**src/rtl/adc_rb_pkg.sv**
```systemverilog
// Package: shared sizes and the resolution encoding for the result bank.
// Assumes one conversion per clock at most.
package adc_rb_pkg;
    localparam int RAW_W      = 16;
    localparam int LO_W       = 12;
    localparam int WORD_W     = 32;
    localparam int NUM_SLOTS  = 16;
    localparam int NUM_PPU    = 4;
    localparam int CH_W       = $clog2(NUM_SLOTS);
    localparam int ADDR_W     = 5;
    localparam int PPU_BASE   = NUM_SLOTS;
    localparam int PPU_STRIDE = 2;

    typedef enum logic {
        RES_FULL = 1'b0,
        RES_LOW  = 1'b1
    } res_mode_e;
endpackage

```
**src/rtl/adc_raw_slots.sv**
```systemverilog
// Raw slot array: one register per conversion channel, written by the
// conversion strobe. Assumes conv_chan < NUM_SLOTS.
module adc_raw_slots
    import adc_rb_pkg::*;
#(
    parameter int N_SLOT = NUM_SLOTS,
    parameter int DW     = RAW_W,
    localparam int CW    = $clog2(N_SLOT)
) (
    input  logic                       clk,
    input  logic                       rst_n,
    input  logic                       wr_en,
    input  logic [CW-1:0]              wr_chan,
    input  logic [DW-1:0]              wr_data,
    output logic [N_SLOT-1:0][DW-1:0]  slot_q
);
    for (genvar n = 0; n < N_SLOT; n++) begin : g_slot
        // Capture the conversion code when this slot's channel completes.
        always_ff @(posedge clk) begin
            if (!rst_n)
                slot_q[n] <= '0;
            else if (wr_en && wr_chan == CW'(n))
                slot_q[n] <= wr_data;
        end


        slot_write_only_chk: assert property (@(posedge clk) disable iff (!rst_n)
            !$stable(slot_q[n]) |-> ($past(wr_en) && $past(wr_chan) == CW'(n)));
    end
endmodule

```
**src/rtl/adc_ppu.sv**
```systemverilog
// One post-processing unit: follows a selected raw slot and, one clock
// after that slot is written, stores raw minus offset as a sign-extended
// word. The resolution is sampled with the conversion; the offset is
// taken when the result is written (it is expected to be quasi-static).
module adc_ppu
    import adc_rb_pkg::*;
#(
    parameter int N_SLOT = NUM_SLOTS,
    parameter int DW     = RAW_W,
    parameter int LW     = LO_W,
    parameter int OW     = WORD_W,
    localparam int CW    = $clog2(N_SLOT)
) (
    input  logic                       clk,
    input  logic                       rst_n,
    input  logic                       conv_valid,
    input  logic [CW-1:0]              conv_chan,
    input  logic                       res_mode,
    input  logic [CW-1:0]              sel,
    input  logic [DW-1:0]              offset,
    input  logic [N_SLOT-1:0][DW-1:0]  slots,
    output logic [OW-1:0]              result
);
    logic            hit_q;
    logic [CW-1:0]   sel_q;
    res_mode_e       mode_q;
    logic [DW-1:0]   src;
    logic [DW:0]     diff_full;
    logic [LW:0]     diff_low;
    logic [OW-1:0]   result_d;

    // Remember that the followed slot is being written, and with which mode.
    always_ff @(posedge clk) begin
        if (!rst_n) begin
            hit_q  <= 1'b0;
            sel_q  <= '0;
            mode_q <= RES_FULL;
        end else begin
            hit_q  <= conv_valid && (conv_chan == sel);
            sel_q  <= sel;
            mode_q <= res_mode_e'(res_mode);
        end
    end

    // Form both differences and sign-extend the one the sampled mode picks.
    always_comb begin
        src       = slots[sel_q];
        diff_full = {1'b0, src} - {1'b0, offset};
        diff_low  = {1'b0, src[LW-1:0]} - {1'b0, offset[LW-1:0]};
        if (mode_q == RES_LOW)
            result_d = {{(OW-LW-1){diff_low[LW]}}, diff_low};
        else
            result_d = {{(OW-DW-1){diff_full[DW]}}, diff_full};
    end

    // Post the difference one clock after the raw slot update.
    always_ff @(posedge clk) begin
        if (!rst_n)
            result <= '0;
        else if (hit_q)
            result <= result_d;
    end


    ppu_lag_chk: assert property (@(posedge clk) disable iff (!rst_n)
        !$stable(result) |-> ($past(conv_valid, 2) && $past(conv_chan, 2) == $past(sel, 2)));


    ppu_ext_full_chk: assert property (@(posedge clk) disable iff (!rst_n)
        (&result[OW-1:DW]) || !(|result[OW-1:DW]));


    ppu_ext_low_chk: assert property (@(posedge clk) disable iff (!rst_n)
        (!$stable(result) && $past(res_mode, 2)) |-> ((&result[OW-1:LW]) || !(|result[OW-1:LW])));
endmodule

```
**src/rtl/adc_read_port.sv**
```systemverilog
// Registered read port: decodes a word address onto raw slots and unit
// results; unmapped addresses read as zero. Data loads only on rd_en.
module adc_read_port
    import adc_rb_pkg::*;
#(
    parameter int N_SLOT = NUM_SLOTS,
    parameter int N_PPU  = NUM_PPU,
    parameter int DW     = RAW_W,
    parameter int OW     = WORD_W,
    parameter int AW     = ADDR_W,
    parameter int BASE   = PPU_BASE,
    parameter int STRIDE = PPU_STRIDE,
    localparam int TOP_A = BASE + STRIDE * N_PPU
) (
    input  logic                       clk,
    input  logic                       rst_n,
    input  logic                       rd_en,
    input  logic [AW-1:0]              rd_addr,
    input  logic [N_SLOT-1:0][DW-1:0]  slots,
    input  logic [N_PPU-1:0][OW-1:0]   ppu_res,
    output logic [OW-1:0]              rd_data
);
    logic [OW-1:0] word;

    // Address decode onto the stored words.
    always_comb begin
        word = '0;
        for (int n = 0; n < N_SLOT; n++)
            if (rd_addr == AW'(n))
                word = {{(OW-DW){1'b0}}, slots[n]};
        for (int k = 0; k < N_PPU; k++)
            if (rd_addr == AW'(BASE + STRIDE * k))
                word = ppu_res[k];
    end

    // Register the selected word when a read is requested.
    always_ff @(posedge clk) begin
        if (!rst_n)
            rd_data <= '0;
        else if (rd_en)
            rd_data <= word;
    end


    rd_unmapped_chk: assert property (@(posedge clk) disable iff (!rst_n)
        (rd_en && rd_addr >= AW'(TOP_A)) |=> (rd_data == '0));


    rd_hold_chk: assert property (@(posedge clk) disable iff (!rst_n)
        !rd_en |=> $stable(rd_data));


    rd_reset_chk: assert property (@(posedge clk)
        !rst_n |=> (rd_data == '0));
endmodule

```
**src/rtl/adc_result_bank.sv**
```systemverilog
// Top: raw slot array, a generated row of post-processing units, and the
// registered read port. Assumes at most one conversion strobe per clock.
module adc_result_bank
    import adc_rb_pkg::*;
(
    input  logic                     clk,
    input  logic                     rst_n,
    input  logic                     conv_valid,
    input  logic [CH_W-1:0]          conv_chan,
    input  logic [RAW_W-1:0]         conv_data,
    input  logic                     res_mode,
    input  logic [NUM_PPU*CH_W-1:0]  ppu_sel,
    input  logic [NUM_PPU*RAW_W-1:0] ppu_offset,
    input  logic                     rd_en,
    input  logic [ADDR_W-1:0]        rd_addr,
    output logic [WORD_W-1:0]        rd_data
);
    logic [NUM_SLOTS-1:0][RAW_W-1:0] slot_q;
    logic [NUM_PPU-1:0][WORD_W-1:0]  ppu_res;

    adc_raw_slots u_slots (
        .clk     (clk),
        .rst_n   (rst_n),
        .wr_en   (conv_valid),
        .wr_chan (conv_chan),
        .wr_data (conv_data),
        .slot_q  (slot_q)
    );

    for (genvar k = 0; k < NUM_PPU; k++) begin : g_ppu
        adc_ppu u_ppu (
            .clk        (clk),
            .rst_n      (rst_n),
            .conv_valid (conv_valid),
            .conv_chan  (conv_chan),
            .res_mode   (res_mode),
            .sel        (ppu_sel[k*CH_W +: CH_W]),
            .offset     (ppu_offset[k*RAW_W +: RAW_W]),
            .slots      (slot_q),
            .result     (ppu_res[k])
        );
    end

    adc_read_port u_rd (
        .clk     (clk),
        .rst_n   (rst_n),
        .rd_en   (rd_en),
        .rd_addr (rd_addr),
        .slots   (slot_q),
        .ppu_res (ppu_res),
        .rd_data (rd_data)
    );
endmodule

```
**config.mk**
```make
export PLATFORM = sky130hd
export DESIGN_NAME = adc_result_bank
export DESIGN_NICKNAME = d
export VERILOG_FILES = /design/src/rtl/adc_rb_pkg.sv /design/src/rtl/adc_raw_slots.sv /design/src/rtl/adc_ppu.sv /design/src/rtl/adc_read_port.sv /design/src/rtl/adc_result_bank.sv
export SDC_FILE = /design/constraint.sdc
export NUM_CORES = 1
export LEC_CHECK = 0
export ABC_CLOCK_PERIOD_IN_PS = 4240
export BUFFER_PORTS_ARGS = -buffer_cell sky130_fd_sc_hd__buf_4
export CAP_MARGIN = 40
export CORE_MARGIN = 10
export CORE_UTILIZATION = 34
export DETAILED_ROUTE_END_ITERATION = 16
export SLEW_MARGIN = 20
export SYNTH_ARGS = -nofsm -noshare
export SYNTH_HDL_FRONTEND = slang
export SYNTH_SLANG_ARGS = --single-unit
```
**constraint.sdc**
```tcl
create_clock -name clk -period 4.24 [get_ports clk]
set_input_delay 1.06 -clock clk [delete_from_list [all_inputs] [get_ports clk]]
set_output_delay 1.06 -clock clk [all_outputs]
set_load 0.02 [all_outputs]
```
==> results.md, run 1 <==
* Register area share after synthesis at 26.45%
* Initial Utilization at 34.18%
* Clock sinks at 362
* DR pass1 iterations at 6
* Initial antenna violation count at 8
* Outcome: completed
* Final HPWL DP at 90040 um
* FF+latch count, synth at 362
* Top cell type's share of synthesized area at 26.88%
* YS warnings at 0
* Net switching power at 2.595 mW
* Largest net degree at the start of global routing at 131
* Final worst-path cycle share at 95.67%
* Final wirelength at 123700 um
* Sum Neg Setup Slack at 0 ns
* HP Class: reg2reg
* Compound-Gate Fraction of Synth Area at 19.66%
* Detailed-route DRC error count at 0
* Post-synth EDFFs at 0
* Reg-to-reg critical path endpoint: g_ppu[3].u_ppu.result[30]
* Critical path fanouts, max at 35
* FF-to-FF setup slack at 0.18 ns
* Max-cap violations at 0
* Core Region at 80160 sq um
* Worst Tran Pin Value at 0.8723 ns
* Comb pwr share at 15.4%
* CP endpoint kind: flop
* Die W at 303.9 um
* Global-route wire length before repair at 177900 um
* Clock tree buffer depth at 3
* Max-slew headroom at 41.02%
* Clock Skew at 0.01680 ns
* Top post-synthesis cells by area: mux4_2, dfxtp_1, nand2_1
* Mux share of post-synthesis cell area at 28.62%
* Syn Area/Cell at 9.422 sq um
* GRT Total Usage at 25.59%
* Xor/xnor cell area share of the yosys netlist at 1.279%
* LEAKAGE at 11.17 nW
* CTS root buf: clkbuf_16
* H-tree depth at 2
* Slew Viols, Final at 0
* RR Startpoint: g_ppu[3].u_ppu.sel_q[0]
* Switch share at 28.28%
* Simple-gate portion of the synthesized area at 15.28%
* Synth Area in Adders at 3.215%
* Multi-input logic area at 18710 sq um
* Cts bufs inserted at 43
* Critical path arrival at 4.59 ns
* HP Start: g_ppu[3].u_ppu.result[2]
* Grt met1 use at 31.92%
* Routed Antenna Nets at 0
* Die ar. at 92340 sq um
* Asr flop ratio synth at 0%
* Number of port buffers at 141
* Min-Delay Endpoint: u_rd.rd_data[2]
* Seq pwr share at 38.9%
* Fmax at 246.5 MHz
* Met3 usage at 9.982%
* Average wire per standard cell at 30.16 um
* Post-Syn Nets at 3086
* # setup viols final at 0
* Main combinational cell family by area after synthesis: multiplexers
* GRT Residual Overflow at 0
* Inst Count DP at 4015
* Minimum clock period at 4.056 ns
* Vias at 26070
* Vias in the first global route at 24830
* CTS tree: yes
* Clock power frac at 45.7%
* Initial DRC Count at 3859
* Synthesized area at 27400 sq um
* # IOs at 142
* Final cell count without fillers at 4100
* Internal at 6.580 mW
* Row cnt at 104
* Cell count of the worst reg-to-reg path at 10
* Main flop type after synthesis: dfxtp_1
* Die height at 303.9 um
* Hold-fix buffers, CTS at 0
* Peak VDD IR at 0.2447 mV
* Met2 GRT Util at 38.25%
* Element type at the critical path start: flop
* Share of layout cells above drive strength 1 at 25.61%
* Pwr dens at 287.6 nW/um^2
* Unrepaired setup endpoints after global routing: false
* Syn Inst Count at 2908
* Gr busiest metal: met2
* WHS Path Cells at 2
* Post-synth cell types at 81
* Placer Congestion at 1.025
* Fillers at 7930
* Vias per Instance at 6.358
* Final net count at 3182
* CTS clock-pin slew for the worst setup and hold paths at 0.06 ns
* Sequential Area at 7277 sq um
* Worst-skew pair later-pin latency at 0.60 ns
* WS Path Type: reg2reg
* Layout area overhead at 16.43%
* Critical path data required time at 4.77 ns
* Synth area leader: mux4_2
* Hold Violations, Final at 0
==> critical path, cell delays in order, from the launching register on <==
cell	delay [ns]
dfxtp_4	0.43
buf_12	0.30
buf_6	0.30
mux4_2	0.53
mux4_2	0.54
ha_1	0.40
a2111oi_4	0.40
a21boi_2	0.35
o21ai_2	0.14
a2111oi_4	0.35
o221a_1	0.22
==> repair_timing <==
| item | CTS | global route |
|---|---|---|
| buffers inserted | 0 | 2 |
| endpoints found under the setup margin | 0 | 4 |
| gates resized for setup | 0 | 6 |
==> synth_stat cells (14+ instances only) <==
master    number
a21oi_1       85
ha_1          64
dfxtp_1      362
buf_1         34
nand2b_1      18
o211ai_1      22
mux2_2        14
inv_1         91
a211oi_1      17
buf_2         63
nor2_1        81
a21boi_0     265
mux4_2       327
clkbuf_1     145
xnor2_1       28
o21a_1        24
a21o_1        18
mux2i_1       32
nand2_1      628
nor3_1        42
buf_4         19
a31oi_1       19
nor2b_1       29
o22ai_1       23
nand3_1       69
o21ai_0      106
and2_1        23
==> metal layers <==
layer,up-vias,share of wire [%]
met5,-,0.083
met4,14,5.8
met3,410,14
met2,1872,43
met1,12760,37
li1,11010,-
==> registers in the layout, summed over array words and instances (netlist names) <==
signal and cells:
g_ppu.u_ppu.hit_q 4, g_ppu.u_ppu.mode_q 1, g_ppu.u_ppu.result 68, g_ppu.u_ppu.sel_q 16
u_rd.rd_data 17, u_slots.slot_q 256
==> power groups by stage <==
stage	sequential, mW	combinational (mW)	clock (mW)
floorplan	3.59	0.861	0
finish	3.57	1.41	4.20
CTS	3.56	1.37	4.23
global placement	3.64	1.36	0
detailed placement	3.64	1.37	0
global route	3.57	1.48	4.37
==> cell type report <==
cell class,instances,share of cell area (%)
Timing Repair Buffer,313,8.299
Inverter,97,1.141
Tap cell,1060,4.158
Clock inverter,22,0.9531
Sequential cell,362,22.81
Multi-Input combinational cell,2187,58.64
Clock buffer,57,3.985
Antenna cell,2,0.01569
==> cells in the final DEF, fill, tap and decap left out, types with 9 or more instances in the layout <==
master	n
a211oi_1	17
a21boi_0	265
a21o_1	18
a21oi_1	85
a221oi_1	12
a31oi_1	19
and2_1	23
buf_12	17
buf_4	286
clkbuf_16	45
clkbuf_8	10
dfxtp_1	354
ha_1	64
inv_1	91
mux2_2	14
mux2i_1	32
mux4_2	327
nand2_1	628
nand2b_1	18
nand3_1	67
nand4b_1	9
nor2_1	80
nor2b_1	29
nor3_1	38
o211a_1	12
o211ai_1	22
o21a_1	24
o21ai_0	103
o21ai_1	9
o21bai_1	12
o22ai_1	23
o311ai_0	9
o31ai_1	10
or3_1	10
or4_1	9
xnor2_1	28
xor2_1	12
==> worst max path at each step <==
stage                            start                         to  slack [ns]  cells after the start
6_report       g_ppu[3].u_ppu.sel_q[0]  g_ppu[3].u_ppu.result[30]        0.18                     10
5_1_grt        g_ppu[3].u_ppu.sel_q[0]  g_ppu[3].u_ppu.result[30]       0.003                     10
4_1_cts        g_ppu[3].u_ppu.sel_q[0]  g_ppu[3].u_ppu.result[30]        0.09                     10
3_5_place_dp   g_ppu[3].u_ppu.sel_q[0]  g_ppu[3].u_ppu.result[30]        0.12                     10
3_3_place_gp   g_ppu[3].u_ppu.sel_q[0]  g_ppu[3].u_ppu.result[30]        0.18                     10
2_1_floorplan  g_ppu[3].u_ppu.sel_q[0]  g_ppu[3].u_ppu.result[30]        0.28                     11
==> kinds of logic (layout without fill, tap and decap cells) <==
logic type | after synthesis | count (layout)
AO/OA/AOI/OAI | 744 | 744
adder cells (fa/ha/maj) | 68 | 68
flip-flops | 362 | 362
other | 0 | 2
XOR/XNOR | 40 | 40
AND/OR/NAND/NOR | 962 | 962
multiplexers | 373 | 373
buffers and inverters | 359 | 489
==> stage by stage <==
stage                     instance area [sq um]  utilization, %  total power [mW]  worst slack (ns)  hold WS [ns]
after floorplan                           27400               -             4.449            0.2766        0.4463
final                                     31900           39.80             9.175            0.1836        0.4723
after global placement                    30150           37.62             4.993            0.1790        0.4568
after detailed placement                  30280           37.78             5.007            0.1217        0.4675
after global routing                      31900           39.79             9.415          0.003427        0.4997
after CTS                                 31860           39.74             9.164           0.08902        0.4755
No activity file was read; power rests on OpenSTA's default activity.
==> inputs of run 2 (changes only) <==
--- a/config.mk
+++ b/config.mk
@@ -11,6 +11,7 @@
 export CORE_MARGIN = 10
 export CORE_UTILIZATION = 34
 export DETAILED_ROUTE_END_ITERATION = 16
+export PLACE_DENSITY_LB_ADDON = 0.12
 export SLEW_MARGIN = 20
 export SYNTH_ARGS = -nofsm -noshare
 export SYNTH_HDL_FRONTEND = slang
==> constraint.sdc (replaced) <==
create_clock -name clk -period 4.24 [get_ports clk]
set_input_delay 1.06 -clock clk [delete_from_list [all_inputs] [get_ports clk]]
set_output_delay 1.06 -clock clk [all_outputs]
set_load 0.05 [all_outputs]
==> run 2 against run 1 <==
  * Critical path type unchanged
  * Clock skew grew 0.0098 ns
  * Highest routed layer unchanged
  * Design area shrank 0.40%
  * Critical endpoint unchanged
  * Clock power shrank 4%
  * Count of clock-buffer cells in the layout grew 7
  * Via count shrank 0.26%
==> results.md, run 2 (synthesized netlist as in run 1, its figures left out) <==
* LEAKAGE at 11.07 nW
* Post-CTS setup repair buffer count at 0
* Routed Antenna Nets at 0
* Final worst-path cycle share at 96.98%
* Commonest cells after routing, fill and taps aside: nand2_1, dfxtp_1, mux4_2, buf_4, a21boi_0
* Die W at 303.9 um
* Initial Utilization at 34.18%
* Final wirelength at 133100 um
* Max-slew headroom at 25.07%
* Minimum clock period at 4.112 ns
* Share of layout cells above drive strength 1 at 25.38%
* Most used cell, CP: mux4_2
* CP max-delay cell: mux4_2
* Detailed-route DRC error count at 0
* Sum Neg Setup Slack at 0 ns
* Element type at the critical path start: flop
* Worst-skew pair later-pin latency at 0.62 ns
* CTS root buf: clkbuf_16
* Finished Cell Area at 31770 sq um
* Peak VDD IR at 0.2421 mV
* Global-route wire length before repair at 190400 um
* DR pass1 iterations at 8
* Clock Skew at 0.02664 ns
* Placer Congestion at 0.9952
* Core Region at 80160 sq um
* Unrepaired setup endpoints after global routing: false
* Initial antenna violation count at 9
* Pwr dens at 284.9 nW/um^2
* Hold-fix buffers, CTS at 0
* CP endpoint kind: flop
* Vias in the first global route at 25440
* Cts bufs inserted at 46
* Critical path fanouts, max at 19
* Crit path cell chain: buf_12 > buf_4 > mux4_2 > mux4_2 > ha_1 > o21ai_0 > a21oi_1 > a21boi_2 > o21ai_2 > a2111oi_4 > o221a_1
* Row cnt at 104
* # IOs at 142
* GRT Total Usage at 27.79%
* Crit-path max cell delay at 0.63 ns
* Clock sinks at 362
* CTS tree: yes
* Post-layout power at 9.052 mW
* Die height at 303.9 um
* H-tree depth at 2
* Clock tree buffer depth at 3
* Critical path arrival at 4.66 ns
* WS Path Type: reg2reg
* Die ar. at 92340 sq um
* Final Util at 39.64%
* Critical path data required time at 4.79 ns
* Biggest regs: u_slots.slot_q: 256 flops, g_ppu.u_ppu.result: 68 flops, u_rd.rd_data: 17 flops
* Max-cap violations at 0
* Most common cell after layout, fill and taps aside: nand2_1
* HP Class: reg2reg
* Fmax at 243.2 MHz
* CTS clock-pin slew for the worst setup and hold paths at 0.07 ns
* Biggest register: u_slots.slot_q
* Final net count at 3178
* Worst Tran Pin Value at 1.124 ns
* Number of flip-flops in the largest register at 256
* Placed cell areas at 30230 sq um
* Largest net degree at the start of global routing at 199
* Vias at 26000
* # setup viols final at 0
* Vias per Instance at 6.355
* Final HPWL DP at 98190 um
* Worst hold margin at 0.4735 ns
* Hold Violations, Final at 0
* Average wire per standard cell at 32.53 um
* Number of port buffers at 141
* GRT Residual Overflow at 0
* Outcome: completed
* Fillers at 7972
* Slew Viols, Final at 0
* Layout area overhead at 15.95%
* Initial DRC Count at 3306
run 2: final timing paths:
check | startpoint | end | slack [ns] | cells after the start
hold / removal | g_ppu[2].u_ppu.result[12] | g_ppu[2].u_ppu.result[12] | 0.47 | 2
setup / recovery | g_ppu[3].u_ppu.sel_q[0] | g_ppu[3].u_ppu.result[30] | 0.13 | 11
hold reg to reg | g_ppu[2].u_ppu.result[12] | g_ppu[2].u_ppu.result[12] | 0.47 | 2
setup reg to reg | g_ppu[3].u_ppu.sel_q[0] | g_ppu[3].u_ppu.result[30] | 0.13 | 11
run 2: what timing repair did:
item | CTS | global route
setup endpoints to repair | 0 | 4
resized for setup | 0 | 7
endpoints found under the hold margin | 0 | 0
run 2: per-stage QoR:
stage	cells	setup WS [ns]
after CTS	4089	0.08037
after floorplan	2908	0.2766
after detailed placement	4011	0.1149
after global routing	4090	0.006247
final	4091	0.1281
after global placement	4003	0.04366
run 2: cell type report:
class / instances / area (sq um) / share of cell area [%]
clock inverter: 14 / 182.7 / 0.5750
antenna: 1 / 2.502 / 0.007876
multi-input combinational: 2187 / 18710 / 58.90
sequential: 362 / 7277 / 22.90
tap: 1060 / 1326 / 4.174
timing repair buffer: 306 / 2596 / 8.172
inverter: 97 / 364.1 / 1.146
clock buffer: 64 / 1309 / 4.119
run 2: layer usage:
layer / track usage (%) / wire length (um) / vias to the layer above
li1: - / - / 11010
met1: 36.18 / 52760 / 12950
met2: 42.00 / 57920 / 1671
met3: 8.165 / 15190 / 356
met4: 12.66 / 7149 / 12
met5: 0 / 69 / -
run 2: critical path: cells and delay by family, from the launching register on:
family | cells | cell delay [ns]
multiplexers | 2 | 1.13
adder cells (fa/ha/maj) | 1 | 0.39
flip-flops | 1 | 0.50
AO/OA/AOI/OAI | 6 | 1.57
buffers and inverters | 2 | 0.41
run 2: where the power goes:
group / total (mW) / internal (mW) / switching, mW
Combinational: 1.46 / 0.583 / 0.874
Sequential: 3.57 / 3.46 / 0.112
Clock: 4.02 / 2.33 / 1.69
Total: 9.05 / 6.38 / 2.67
